<file path="src/rtl/ls64_pkg.sv">
package ls64_pkg;
   localparam int XLEN      = 64;
   localparam int LANES     = 8;
   localparam int LINE_W    = XLEN * LANES;
   localparam int RNUM_W    = 5;
   localparam logic [31:0] OPC_MASK  = 32'hFFE0FC00;
   localparam logic [31:0] OPC_MATCH = 32'hF820B000;
   localparam logic [RNUM_W-1:0] RNUM_SP = 5'd31;
   localparam logic [RNUM_W-1:0] RT_MAX  = RNUM_W'(31 - LANES);
   localparam logic [XLEN-1:0]   STATUS_FAIL = XLEN'(1);

   typedef enum logic [2:0] {
      ST_IDLE, ST_BASE, ST_GATHER, ST_REQ, ST_RESP
   } ls_state_t;

   function automatic logic [XLEN-1:0] dw_byte_rev(input logic [XLEN-1:0] v);
      logic [XLEN-1:0] r;
      for (int b = 0; b < XLEN/8; b++)
         r[8*b +: 8] = v[XLEN-8-8*b +: 8];
      return r;
   endfunction
endpackage

</file>
<file path="src/rtl/ls64_line_pack.sv">
module ls64_line_pack #(
   parameter int DW    = 64,
   parameter int LANES = 8,
   localparam int IDX_W = $clog2(LANES)
) (
   input  logic                clk,
   input  logic                rst_n,
   input  logic                load_en,
   input  logic [IDX_W-1:0]    lane_idx,
   input  logic                swap,
   input  logic [DW-1:0]       word,
   output logic [DW*LANES-1:0] line
);
   logic [DW-1:0] swapped;

   generate
      if (DW % 8 != 0) begin : g_bad_dw
         $error("ls64_line_pack: DW must be a whole number of bytes");
      end
      for (genvar b = 0; b < DW/8; b++) begin : g_rev
         assign swapped[8*b +: 8] = word[DW-8-8*b +: 8];
      end
      for (genvar g = 0; g < LANES; g++) begin : g_lane
         logic [DW-1:0] lane_q;
         always_ff @(posedge clk or negedge rst_n) begin
            if (!rst_n)
               lane_q <= '0;
            else if (load_en && lane_idx == IDX_W'(g))
               lane_q <= swap ? swapped : word;
         end
         assign line[DW*g +: DW] = lane_q;
      end
   endgenerate
endmodule

</file>
<file path="src/rtl/ls64_addr_check.sv">
module ls64_addr_check #(
   parameter int AW            = 64,
   parameter int LINE_ALIGN    = 6,
   parameter int SP_ALIGN      = 4
) (
   input  logic          use_sp,
   input  logic [AW-1:0] sp_value,
   input  logic [AW-1:0] gpr_value,
   output logic [AW-1:0] addr,
   output logic          sp_bad,
   output logic          line_bad
);
   generate
      if (SP_ALIGN > LINE_ALIGN || LINE_ALIGN >= AW) begin : g_bad_align
         $error("ls64_addr_check: alignment widths out of range");
      end
   endgenerate

   assign addr     = use_sp ? sp_value : gpr_value;
   assign sp_bad   = use_sp && (sp_value[SP_ALIGN-1:0] != '0);
   assign line_bad = addr[LINE_ALIGN-1:0] != '0;
endmodule

</file>
<file path="src/rtl/ls64_store_unit.sv">
module ls64_store_unit
   import ls64_pkg::*;
#(
   parameter int SP_ALIGN_BITS = 4,
   localparam int LINE_BYTES   = LINE_W / 8,
   localparam int ALIGN_BITS   = $clog2(LINE_BYTES),
   localparam int CNT_W        = $clog2(LANES)
) (
   input  logic              clk,
   input  logic              rst_n,
   input  logic              instr_valid,
   input  logic [31:0]       instr_word,
   input  logic              big_endian,
   input  logic [XLEN-1:0]   sp_value,
   output logic              busy,
   output logic [RNUM_W-1:0] rf_rd_addr,
   input  logic [XLEN-1:0]   rf_rd_data,
   output logic              mem_req_valid,
   input  logic              mem_req_ready,
   output logic [XLEN-1:0]   mem_req_addr,
   output logic [LINE_W-1:0] mem_req_data,
   input  logic              mem_rsp_valid,
   input  logic              mem_rsp_fail,
   output logic              wb_valid,
   output logic [RNUM_W-1:0] wb_addr,
   output logic [XLEN-1:0]   wb_data,
   output logic              done,
   output logic              fault_operand,
   output logic              fault_sp_align,
   output logic              fault_align
);
   generate
      if ((LANES & (LANES - 1)) != 0) begin : g_bad_lanes
         $error("ls64_store_unit: LANES must be a power of two");
      end
   endgenerate

   ls_state_t         st_q;
   logic [RNUM_W-1:0] rs_q, rn_q, rt_q;
   logic              be_q;
   logic [CNT_W-1:0]  cnt_q;
   logic [XLEN-1:0]   addr_q;
   logic              accept, op_bad;
   logic [XLEN-1:0]   sel_addr;
   logic              sp_bad, line_bad;

   assign accept = (st_q == ST_IDLE) && instr_valid &&
                   ((instr_word & OPC_MASK) == OPC_MATCH);
   assign op_bad = rt_q[0] || (rt_q > RT_MAX);
   assign busy   = (st_q != ST_IDLE);
   assign rf_rd_addr = (st_q == ST_GATHER) ? rt_q + RNUM_W'(cnt_q) : rn_q;

   ls64_addr_check #(
      .AW(XLEN), .LINE_ALIGN(ALIGN_BITS), .SP_ALIGN(SP_ALIGN_BITS)
   ) addr_i (
      .use_sp    (rn_q == RNUM_SP),
      .sp_value  (sp_value),
      .gpr_value (rf_rd_data),
      .addr      (sel_addr),
      .sp_bad    (sp_bad),
      .line_bad  (line_bad)
   );

   ls64_line_pack #(.DW(XLEN), .LANES(LANES)) pack_i (
      .clk      (clk),
      .rst_n    (rst_n),
      .load_en  (st_q == ST_GATHER),
      .lane_idx (cnt_q),
      .swap     (be_q),
      .word     (rf_rd_data),
      .line     (mem_req_data)
   );

   assign mem_req_valid = (st_q == ST_REQ);
   assign mem_req_addr  = addr_q;

   always_ff @(posedge clk or negedge rst_n) begin
      if (!rst_n) begin
         st_q <= ST_IDLE;
         rs_q <= '0; rn_q <= '0; rt_q <= '0; be_q <= 1'b0;
         cnt_q <= '0; addr_q <= '0;
         wb_valid <= 1'b0; wb_addr <= '0; wb_data <= '0;
         done <= 1'b0;
         fault_operand <= 1'b0; fault_sp_align <= 1'b0; fault_align <= 1'b0;
      end else begin
         wb_valid       <= 1'b0;
         done           <= 1'b0;
         fault_operand  <= 1'b0;
         fault_sp_align <= 1'b0;
         fault_align    <= 1'b0;
         unique case (st_q)
            ST_IDLE: if (accept) begin
               rs_q <= instr_word[20:16];
               rn_q <= instr_word[9:5];
               rt_q <= instr_word[4:0];
               be_q <= big_endian;
               st_q <= ST_BASE;
            end
            ST_BASE: begin
               if (op_bad || sp_bad || line_bad) begin
                  fault_operand  <= op_bad;
                  fault_sp_align <= !op_bad && sp_bad;
                  fault_align    <= !op_bad && !sp_bad;
                  done           <= 1'b1;
                  st_q           <= ST_IDLE;
               end else begin
                  addr_q <= sel_addr;
                  cnt_q  <= '0;
                  st_q   <= ST_GATHER;
               end
            end
            ST_GATHER: begin
               cnt_q <= cnt_q + 1'b1;
               if (cnt_q == CNT_W'(LANES - 1)) st_q <= ST_REQ;
            end
            ST_REQ: if (mem_req_ready) st_q <= ST_RESP;
            ST_RESP: if (mem_rsp_valid) begin
               wb_valid <= (rs_q != RNUM_SP);
               wb_addr  <= rs_q;
               wb_data  <= mem_rsp_fail ? STATUS_FAIL : '0;
               done     <= 1'b1;
               st_q     <= ST_IDLE;
            end
            default: st_q <= ST_IDLE;
         endcase
      end
   end

   AST_REQ_HOLD: assert property (@(posedge clk) disable iff (!rst_n)
      mem_req_valid && !mem_req_ready |=> mem_req_valid && $stable(mem_req_addr) && $stable(mem_req_data));
   AST_REQ_ALIGNED: assert property (@(posedge clk) disable iff (!rst_n)
      mem_req_valid |-> mem_req_addr[ALIGN_BITS-1:0] == '0);
   AST_NO_WB_R31: assert property (@(posedge clk) disable iff (!rst_n)
      wb_valid |-> wb_addr != RNUM_SP);
   AST_ONE_FAULT: assert property (@(posedge clk) disable iff (!rst_n)
      $onehot0({fault_operand, fault_sp_align, fault_align}));
   AST_STATUS_CODE: assert property (@(posedge clk) disable iff (!rst_n)
      wb_valid |-> (wb_data == '0 || wb_data == STATUS_FAIL));
   AST_IDLE_AT_DONE: assert property (@(posedge clk) disable iff (!rst_n)
      done |-> !busy);
   AST_FAULT_NO_WB: assert property (@(posedge clk) disable iff (!rst_n)
      (fault_operand || fault_sp_align || fault_align) |-> done && !wb_valid);
endmodule

</file>
<file path="config.mk">
export PLATFORM = sky130hd
export DESIGN_NAME = ls64_store_unit
export DESIGN_NICKNAME = d
export VERILOG_FILES = /design/src/rtl/ls64_pkg.sv /design/src/rtl/ls64_line_pack.sv /design/src/rtl/ls64_addr_check.sv /design/src/rtl/ls64_store_unit.sv
export SDC_FILE = /design/constraint.sdc
export NUM_CORES = 1
export LEC_CHECK = 0
export CORE_AREA = 3 3 323 325
export DETAILED_ROUTE_END_ITERATION = 16
export DIE_AREA = 0 0 326 328
export DONT_BUFFER_PORTS = 1
export HOLD_SLACK_MARGIN = 0.1
export SKIP_LAST_GASP = 1
export SYNTH_ARGS = -nofsm -noshare
export SYNTH_HDL_FRONTEND = slang
export SYNTH_SLANG_ARGS = --single-unit
</file>
<file path="constraint.sdc">
create_clock -name clk -period 3 [get_ports clk]
set_input_delay 0.6 -clock clk [delete_from_list [all_inputs] [get_ports clk]]
set_output_delay 0.6 -clock clk [all_outputs]
set_load 0.005 [all_outputs]
</file>
; ---- Word level (Yosys, flattened, before mapping)
; Cells that the tools add are included.
[totals]
regBits = 672
input_bits = 167
output_inout_bits = 657
elab_cells = 97
[op_classes]
magnitude_cmp = 1
n_reduce_logical = 29
muxes = 23
addsub = 2
n_eq_ne = 19
n_bitwise = 1
[ops]
columns = op, count
row1 = 2-to-1 mux 64 bit, 2
row2 = "== test 17 bit, second input constant", 1
row3 = "== test 3 bit, second input constant", 5
row4 = 2-to-1 mux 3 bit, 5
row5 = case mux 3 bit (5 select lines), 1
row6 = logical AND 1 bit, 13
row7 = "== test 3 x 2 -> 1 bit, second input constant", 4
row8 = 2-to-1 mux 1 bit, 11
row9 = "inequality test 2 bit, second input constant", 4
row10 = AND reduction 2 bit, 4
row11 = "== test 3 x 1 -> 1 bit, second input constant", 2
row12 = zero test 3 bit, 2
row13 = case mux 3 bit (2 select lines), 1
row14 = nonzero test 6 bit, 1
row15 = adder 5 x 3 -> 5 bit, 1
row16 = "== test 5 bit, second input constant", 1
row17 = "greater-than comparator 5 bit, second input constant", 1
row18 = 2-to-1 mux 5 bit, 1
row19 = "inequality test 5 bit, second input constant", 1
row20 = AND reduction 4 bit, 1
row21 = nonzero test 4 bit, 1
row22 = "adder 3 x 1 -> 3 bit, second input constant", 1
row23 = logical OR 1 bit, 3
row24 = nonzero test 3 bit, 1
row25 = other kinds (6), 7

; ---- Depth between registers and ports, before layout
; Gate-level depths: netlist of run 1.
[depth]
ltp_word = 6
ltp_mapped = 8
depth_no_buf = 7

; ---- Hierarchy
; Synthesis of run 1 repeated with hierarchy kept, for this count alone.
[hier_totals]
cells_unflattened = 1576
hier_area_um2 = 26842.0
[modules_own_cells]
columns = mod, cells_each, area_each_um2, seq_area_each_um2, n_inst
row1 = ls64_line_pack, 1159, 21624.5, 12812.3, 1
row2 = ls64_store_unit, 342, 4423.0, 2427.3, 1
row3 = ls64_addr_check, 75, 794.5, 0.0, 1

; ---- Least setup slack after synthesis of run 1
; Ideal clock, no wire load.
[synth_timing]
kind = input to register
start = in instr_word[23]
end = reg rn_q[0]
n_path_buf = 1
arrival_ns = 2.416
path_slack_ns = 0.459
setup_ns = 0.125
required_ns = 2.875
stages = 5
cell_sequence = or4b_1 or4_4 nor4_4 buf_6 mux2_4
[synth_between]
elab_chain_len = 3
[synth_lines]
columns = item, line
row1 = from (decl), ls64_store_unit.sv:12  ; input logic [31:0] instr_word,
row2 = == test 17 bit, ls64_store_unit.sv:48  ; ((instr_word & OPC_MASK) == OPC_MATCH);
row3 = logical AND 1 bit, ls64_store_unit.sv:47  ; assign accept = (st_q == ST_IDLE) && instr_valid &&
row4 = AND reduction 2 bit (no source line), -
row5 = to (signal assigned), ls64_store_unit.sv:94  ; rn_q <= instr_word[9:5];
row6 = to (decl), ls64_store_unit.sv:39  ; logic [RNUM_W-1:0] rs_q, rn_q, rt_q;
; No other way between the ends.
; A chain may end at the register's enable or synchronous reset.

; ---- Worst setup path in the final report of run 1
[layout_timing]
start = reg cnt_q[0]
end = out rf_rd_addr[4]
[layout_between]
elab_chain_len = 2
[layout_lines]
columns = item, line
row1 = from (decl), ls64_store_unit.sv:41  ; logic [CNT_W-1:0] cnt_q;
row2 = from (signal assigned), ls64_store_unit.sv:113  ; cnt_q <= cnt_q + 1'b1;
row3 = adder 5 x 3 -> 5 bit, ls64_store_unit.sv:51  ; assign rf_rd_addr = (st_q == ST_GATHER) ? rt_q + RNUM_W'(cnt_q) : rn_q;
row4 = 2-to-1 mux 5 bit, ls64_store_unit.sv:51
row5 = to (decl), ls64_store_unit.sv:16  ; output logic [RNUM_W-1:0] rf_rd_addr,
; No other way between the ends.

==> reports/qor.yml, run 1 <==
power:
  ir_drop_mv: 0.384
  p_sw_share_pct: 21.9
  power_frac_seq_pct: 48.2
  pwr-share-clk_pct: 49.7
  p_int_mw: 13.3
  powerDensity_mw_per_mm2: 608
  combPwrFrac_pct: 2.1
  p_leak_nw: 11.4
  switchingPower_mw: 3.74
layout:
  final_common_cell: "dfrtp_1"
  area_delta_synth_final_pct: 18.8
  fin_area_mm2: 0.0280
  final_cell_mix: "dfrtp_1 (607), nor2_1 (329), a21oi_1 (324)"
  nFillCells: 10600
  layout-drive-gt1-share_pct: 16.5
  final_nets: 2355
  fin_cells: 3608
placed_design:
  dp_cells: 3456
  io_buffers: 0
  placed_area_mm2: 0.0256
  place_congestion: 0.816
  hpwl_mm: 60.3
route:
  wl_per_cell_um: 23.1
  drtPass1Iterations: 5
  finalWirelength_mm: 83.2
  num_vias: 15900
  drc: 0
  ant_nets: 0
  drt_iter0_drc: 969
  drt-vias-per-instance: 4.39
clock_tree:
  clkLatencyLatePin_ps: 610
  cts.htree.levels: 3
  root_buffer: "clkbuf_16"
  cts_tree: "yes"
  clock_path_buffers: 3
  cts.sinks: 609
  hold_buffers: 19
  clkTransAtPathRegs_ps: 60
  cts_buffers: 69
  cts_setup_buffers: 0
status:
  status: "complete, but fails checks"
  violations: "negative hold slack"
floorplanning:
  core_area_mm2: 0.102
  rows: 117
  die_y_um: 328
  die_w_um: 326
  start_util_pct: 23.2
  io-pin-count: 824
  dieArea_mm2: 0.107
sta:
  min_period_ps: 2840
  final.setup.tns_ps: 0
  worstMarginPinSlew_ps: 1440
  skew_ps: 26.9
  rsz0062_at_grt: "no"
  whs_ps: -301
  max_freq_ghz: 0.353
  slew-limit-headroom_pct: 3.74
  finalCritPeriodShare_pct: 94.5
  final-setup-viol-count: 0
  slew_viol_final: 0
  finalHoldViolCount: 530
run:
  drv_cap: 0
yosys:
  syn_inst: 2136
  ys_seq_elements: 609
  synth_area_mm2: 0.0236
  seq_area_frac_synth_pct: 64.5
  synth_warnings: 0
  synth_cell_types: 41
  synth_area_per_cell_um2: 11.1
global_route:
  antenna_found_initial: 17
  grt_overflow: 0
  grt_pass1_wl_mm: 118
  grt_max_degree: 610
  track_usage_pct: 15.1
  first_global_vias: 15800
worst_setup_path:
  r2r_start: "st_q[0]$_DFFE_PN0P_"
  critPathRequiredTime_ps: 2400
  slowest_stage: "dfrtp_2"
  rr_worst_depth: 5
  start_kind: "flip-flop"
  crit_buf_inv: 1
  critPathKind: "flip-flop to primary output"
  crit_path_cell_trace: "ha_1 -> inv_1 -> fa_1 -> nor2b_1 -> o21ai_0 -> xor2_1 -> o21ai_2"
  reg2reg_setup_slack_ps: 580
  cp_max_fo: 5
  worstSetupEndpointType: "primary output"
  startpoint: "cnt_q[0]$_DFFE_PN0P_"
  cpPeakStageDelay_ps: 400
  reg2reg_to: "rt_q[4]$_DFFE_PN0P_"
  critical_path_arrival_ps: 2240
  crit_family: "adder cells"
worst_hold_path:
  hold_class: "input pin to asynchronous set/reset pin"
==> final cells by class <==
cell class / count / area (um^2) / share of cell area, %
flip-flops and latches: 609 / 15200 / 54.4
multi-input cells: 1385 / 7730 / 27.6
clock buffers: 100 / 2020 / 7.19
well taps: 1368 / 1710 / 6.10
repair buffers: 107 / 1050 / 3.75
clock inverters: 24 / 250 / 0.892
inverters: 6 / 22.5 / 0.0803
diodes: 9 / 22.5 / 0.0803
==> routing by layer <==
layer | part of all wire [%] | vias to the layer above | track usage, %
met5 | 0 | - | 0
met4 | 3.7 | 0 | 5.79
met3 | 10 | 145 | 5.96
met2 | 46 | 776 | 23.6
met1 | 40 | 7781 | 18.7
li1 | - | 7148 | -
==> cells in the mapped netlist (all sizes together) <==
master / number / share of area (%)
nand4: 3 / 0.079
a21oi: 325 / 6.9
and2: 8 / 0.21
a21o: 2 / 0.064
nor3: 2 / 0.042
fa: 1 / 0.085
and3: 4 / 0.11
nand4b: 1 / 0.037
ha: 9 / 0.48
inv: 6 / 0.095
buf: 83 / 2.4
mux2i: 64 / 2.7
nor2: 330 / 5.2
dfrtp: 609 / 65
nor2b: 1 / 0.027
nor4: 3 / 0.14
or3: 1 / 0.048
or4: 1 / 0.048
o211ai: 1 / 0.032
conb: 1 / 0.016
mux2: 138 / 6.7
nand2b: 1 / 0.027
o31ai: 2 / 0.064
o22ai: 1 / 0.027
nand3: 5 / 0.11
xor2: 3 / 0.11
and3b: 1 / 0.037
o21ai: 201 / 4.3
nand2: 208 / 3.3
nor3b: 1 / 0.032
clkbuf: 115 / 1.8
or4b: 1 / 0.042
a31oi: 1 / 0.027
o21ba: 1 / 0.042
and4: 1 / 0.037
or3b: 1 / 0.037
==> state kept, by name (all words and copies together) (netlist names) <==
signal / flops
fault_operand: 1
st_q: 3
done: 1
rt_q: 5
cnt_q: 3
pack_i.g_lane.lane_q: 512
wb_data: 1
fault_align: 1
rn_q: 5
mem_req_addr: 64
wb_addr: 5
wb_valid: 1
rs_q: 5
be_q: 1
fault_sp_align: 1
==> per-stage QoR <==
stage / worst slack [ps] / util (%) / total power, mW
6_report: 165 / 27.6 / 17.0
3_3_place_gp: -677 / 25.1 / 8.70
5_1_grt: 9.10 / 27.6 / 17.6
3_5_place_dp: 345 / 25.1 / 8.71
2_1_floorplan: 459 / - / 8.57
4_1_cts: 50.7 / 27.5 / 17.2
==> what timing repair did <==
item | in CTS | in global routing
endpoints found under the setup margin | 1 | 1
endpoints found under the hold margin | 627 | 609
resized for setup | 2 | 1
==> logic make-up (layout without fill, tap and decap cells) <==
family | count (synthesis) | after routing | synth area share, %
AND/OR/NAND/NOR | 573 | 573 | 9.61
adder cells (fa/ha/maj) | 10 | 10 | 0.562
multiplexers | 202 | 202 | 9.44
buffers and inverters | 204 | 237 | 4.34
other | 1 | 72 | 0.0159
flip-flops | 609 | 609 | 64.5
XOR/XNOR | 3 | 3 | 0.111
AO/OA/AOI/OAI | 534 | 534 | 11.4
==> worst max path at each step <==
stage	to	cells past startpoint
after floorplan	rn_q[0]$_DFFE_PN0P_	5
after global placement	mem_req_addr[24]$_DFFE_PN0P_	6
after detailed placement	mem_req_addr[34]$_DFFE_PN0P_	6
after CTS	rf_rd_addr[4]	7
after global routing	rf_rd_addr[4]	7
final	rf_rd_addr[4]	7
==> power groups by stage <==
stage | clock network, mW | logic [mW] | registers [mW]
2_1_floorplan | 0 | 0.199 | 8.37
3_3_place_gp | 0 | 0.335 | 8.37
3_5_place_dp | 0 | 0.337 | 8.37
4_1_cts | 8.66 | 0.361 | 8.22
5_1_grt | 9.00 | 0.388 | 8.21
6_report | 8.46 | 0.360 | 8.22
Power figures use the tool's default switching activity.
==> run 2: changes to the inputs <==
CORE_AREA = 3 3 315 317   (was 3 3 323 325)
DIE_AREA = 0 0 318 320   (was 0 0 326 328)
SLEW_MARGIN = 15   (was default)
clock period = 2.7 ns   (was 3 ns; I/O delays follow)
==> run 2 against run 1 <==
The run still ends with negative hold slack left. Total power rose by 12%. Core utilization grew 1.5 points. Largest cell class unchanged. Critical path depth did not move. Register-to-register slack got worse by 480 ps. Critical endpoint unchanged.
==> reports/qor.yml, run 2 (synthesis results as in run 1) <==
placed_design:
  placed_area_mm2: 0.0256  # about the same
  place_ws_ps: -169  # -514 ps
  hpwl_mm: 60.8  # +0.90%
  io_buffers: 0  # unchanged
  place_congestion: 0.807  # -1.1%
  dp_cells: 3372  # -2.4%
floorplanning:
  core_area_mm2: 0.0966  # -5.1%
  rows: 114  # -2.6%
  start_util_pct: 24.5  # +1.2 points
  die_w_um: 318  # -2.5%
  dieArea_mm2: 0.102  # -4.8%
  die_y_um: 320  # -2.4%
  io-pin-count: 824  # unchanged
power:
  pwr-share-clk_pct: 50.1  # +0.4 points
  p_int_mw: 15.0  # +13%
  combPwrFrac_pct: 2.1  # about the same
  p_sw_share_pct: 21.3  # -0.61 points
  power_mw: 19.1  # +12%
  power_frac_seq_pct: 47.8  # -0.4 points
  p_leak_nw: 11.5  # +0.47%
  switchingPower_mw: 4.08  # +9.0%
  powerDensity_mw_per_mm2: 680  # +12%
  ir_drop_mv: 0.469  # +22%
global_route:
  grt_overflow: 0  # unchanged
  grt_max_degree: 610  # unchanged
  first_global_vias: 15500  # -2.1%
  grt_pass1_wl_mm: 117  # -0.56%
  track_usage_pct: 15.8  # +0.70 points
  antenna_found_initial: 12  # -5
sta:
  finalHoldViolCount: 609  # +15%
  final-setup-viol-count: 0  # unchanged
  min_period_ps: 2660
  worstMarginPinSlew_ps: 1450  # +10.3 ps
  rsz0062_at_grt: "yes"
  slew-limit-headroom_pct: 3.06  # -0.68 points
  finalCritPeriodShare_pct: 98.7
  slew_viol_final: 0  # unchanged
  skew_ps: 20.5  # -6.34 ps
  whs_ps: -372  # -71.0 ps
  max_freq_ghz: 0.375
  setup_slack_ps: 36.3  # -128 ps
clock_tree:
  cts_buffers: 67  # -2.9%
  clkTransAtPathRegs_ps: 60  # about the same
  clkLatencyLatePin_ps: 620  # about the same
  clock_path_buffers: 3  # unchanged
  cts.sinks: 609  # unchanged
  cts_tree: "yes"
  hold_buffers: 20  # +1
  cts.htree.levels: 3  # unchanged
  root_buffer: "clkbuf_16"
layout:
  nFillCells: 9956  # -5.7%
  largest_reg_flops: 512  # unchanged
  fin_area_mm2: 0.0281  # +0.17%
  final_cell_mix: "dfrtp_1 (607), nor2_1 (329), a21oi_1 (324)"
  area_delta_synth_final_pct: 19.0
  regMostFlops: "pack_i.g_lane.lane_q"
  layout-drive-gt1-share_pct: 16.7  # +0.19 points
  final_nets: 2364  # +0.38%
  fin_cells: 3518  # -2.5%
  final_common_cell: "dfrtp_1"
route:
  wl_per_cell_um: 23.7  # +2.7%
  num_vias: 15800  # -0.18%
  drc: 0  # unchanged
  drt-vias-per-instance: 4.50  # +2.4%
  drtPass1Iterations: 5  # unchanged
  finalWirelength_mm: 83.3  # +0.14%
  ant_nets: 0  # unchanged
  drt_iter0_drc: 980  # +1.1%
worst_setup_path:
  crit_family: "adder cells"
  critPathKind: "flip-flop to primary output"
  slowest_stage: "dfrtp_1"
  critical_path_arrival_ps: 2120  # -120 ps
  worstSetupEndpointType: "primary output"
  start_kind: "flip-flop"
  crit_path_cell_trace: "ha_2 -> inv_1 -> fa_2 -> nor2b_1 -> o21ai_1 -> xor2_1 -> o21ai_2"
  r2r_start: "rn_q[3]$_DFFE_PN0P_"
  cpPeakStageDelay_ps: 360  # -40 ps
  rr_worst_depth: 6  # +1
  reg2reg_to: "mem_req_addr[12]$_DFFE_PN0P_"
  critPathRequiredTime_ps: 2160  # -240 ps
  crit_buf_inv: 1  # unchanged
  cp_max_fo: 2  # -3
  reg2reg_setup_slack_ps: 100  # -480 ps
run:
  drv_cap: 0  # unchanged
status:
  status: "complete, but fails checks"
  violations: "negative hold slack"
worst_hold_path:
  hold_class: "input pin to asynchronous set/reset pin"
==> run 2: how the worst max path moves through the flow <==
stage               cells after the start  slack, ps                      endpoint                  from
floorplan                               5        220           rn_q[0]$_DFFE_PN0P_        instr_word[23]
global placement                        7       -110  mem_req_addr[47]$_DFFE_PN0P_         rf_rd_data[5]
detailed placement                      7       -170  mem_req_addr[12]$_DFFE_PN0P_         rf_rd_data[5]
CTS                                     7        -90                 rf_rd_addr[4]  cnt_q[0]$_DFFE_PN0P_
global route                            7        -80                 rf_rd_addr[4]  cnt_q[0]$_DFFE_PN0P_
finish                                  7         40                 rf_rd_addr[4]  cnt_q[0]$_DFFE_PN0P_
==> run 2: power groups by stage <==
stage | combinational (mW) | sequential, mW | clock (mW)
after floorplan | 0.221 | 9.30 | 0
after global placement | 0.378 | 9.30 | 0
after detailed placement | 0.380 | 9.30 | 0
after CTS | 0.408 | 9.13 | 9.83
after global routing | 0.437 | 9.12 | 10.2
final | 0.408 | 9.13 | 9.56
==> run 2: worst register-to-register path, delay by kind of cell (launching register included) <==
| kind | cells | cell delay [ps] |
|---|---|---|
| muxes | 1 | 420 |
| buffers and inverters | 2 | 400 |
| DFF | 1 | 400 |
| and+or+nand+nor | 1 | 570 |
| AOI/OAI and AO/OA | 2 | 690 |
==> run 2: final cells by class <==
cell class	instances	area, um^2	area share [%]
Antenna cell	6	15.0	0.0534
Clock buffer	98	1970	7.00
Clock inverter	20	338	1.20
Inverter	6	22.5	0.0802
Multi-Input combinational cell	1385	7730	27.5
Sequential cell	609	15200	54.3
Tap cell	1276	1600	5.68
Timing Repair Buffer	118	1190	4.22
==> run 2: per-layer routing <==
layer | global-route usage [%] | vias up | wire length, um
met2 | 25.4 | 710 | 39300
li1 | - | 7174 | -
met5 | 0 | - | 13
met3 | 5.62 | 127 | 7870
met1 | 19.3 | 7808 | 33500
met4 | 6.23 | 2 | 2720
==> run 2: stage by stage <==
step                      setup TNS, ps  utilization [%]
after detailed placement          -7730             26.5
after global routing              -78.5             29.1
after CTS                         -87.2             29.1
final                                 0             29.1
after floorplan                       0                -
after global placement            -5040             26.5
==> run 2: repair_timing <==
action | in CTS | in global routing
pin swaps | 1 | 1
gates resized for setup | 5 | 3
setup endpoints to repair | 4 | 2
hold endpoints to repair | 628 | 609
buffers inserted | 2 | 0
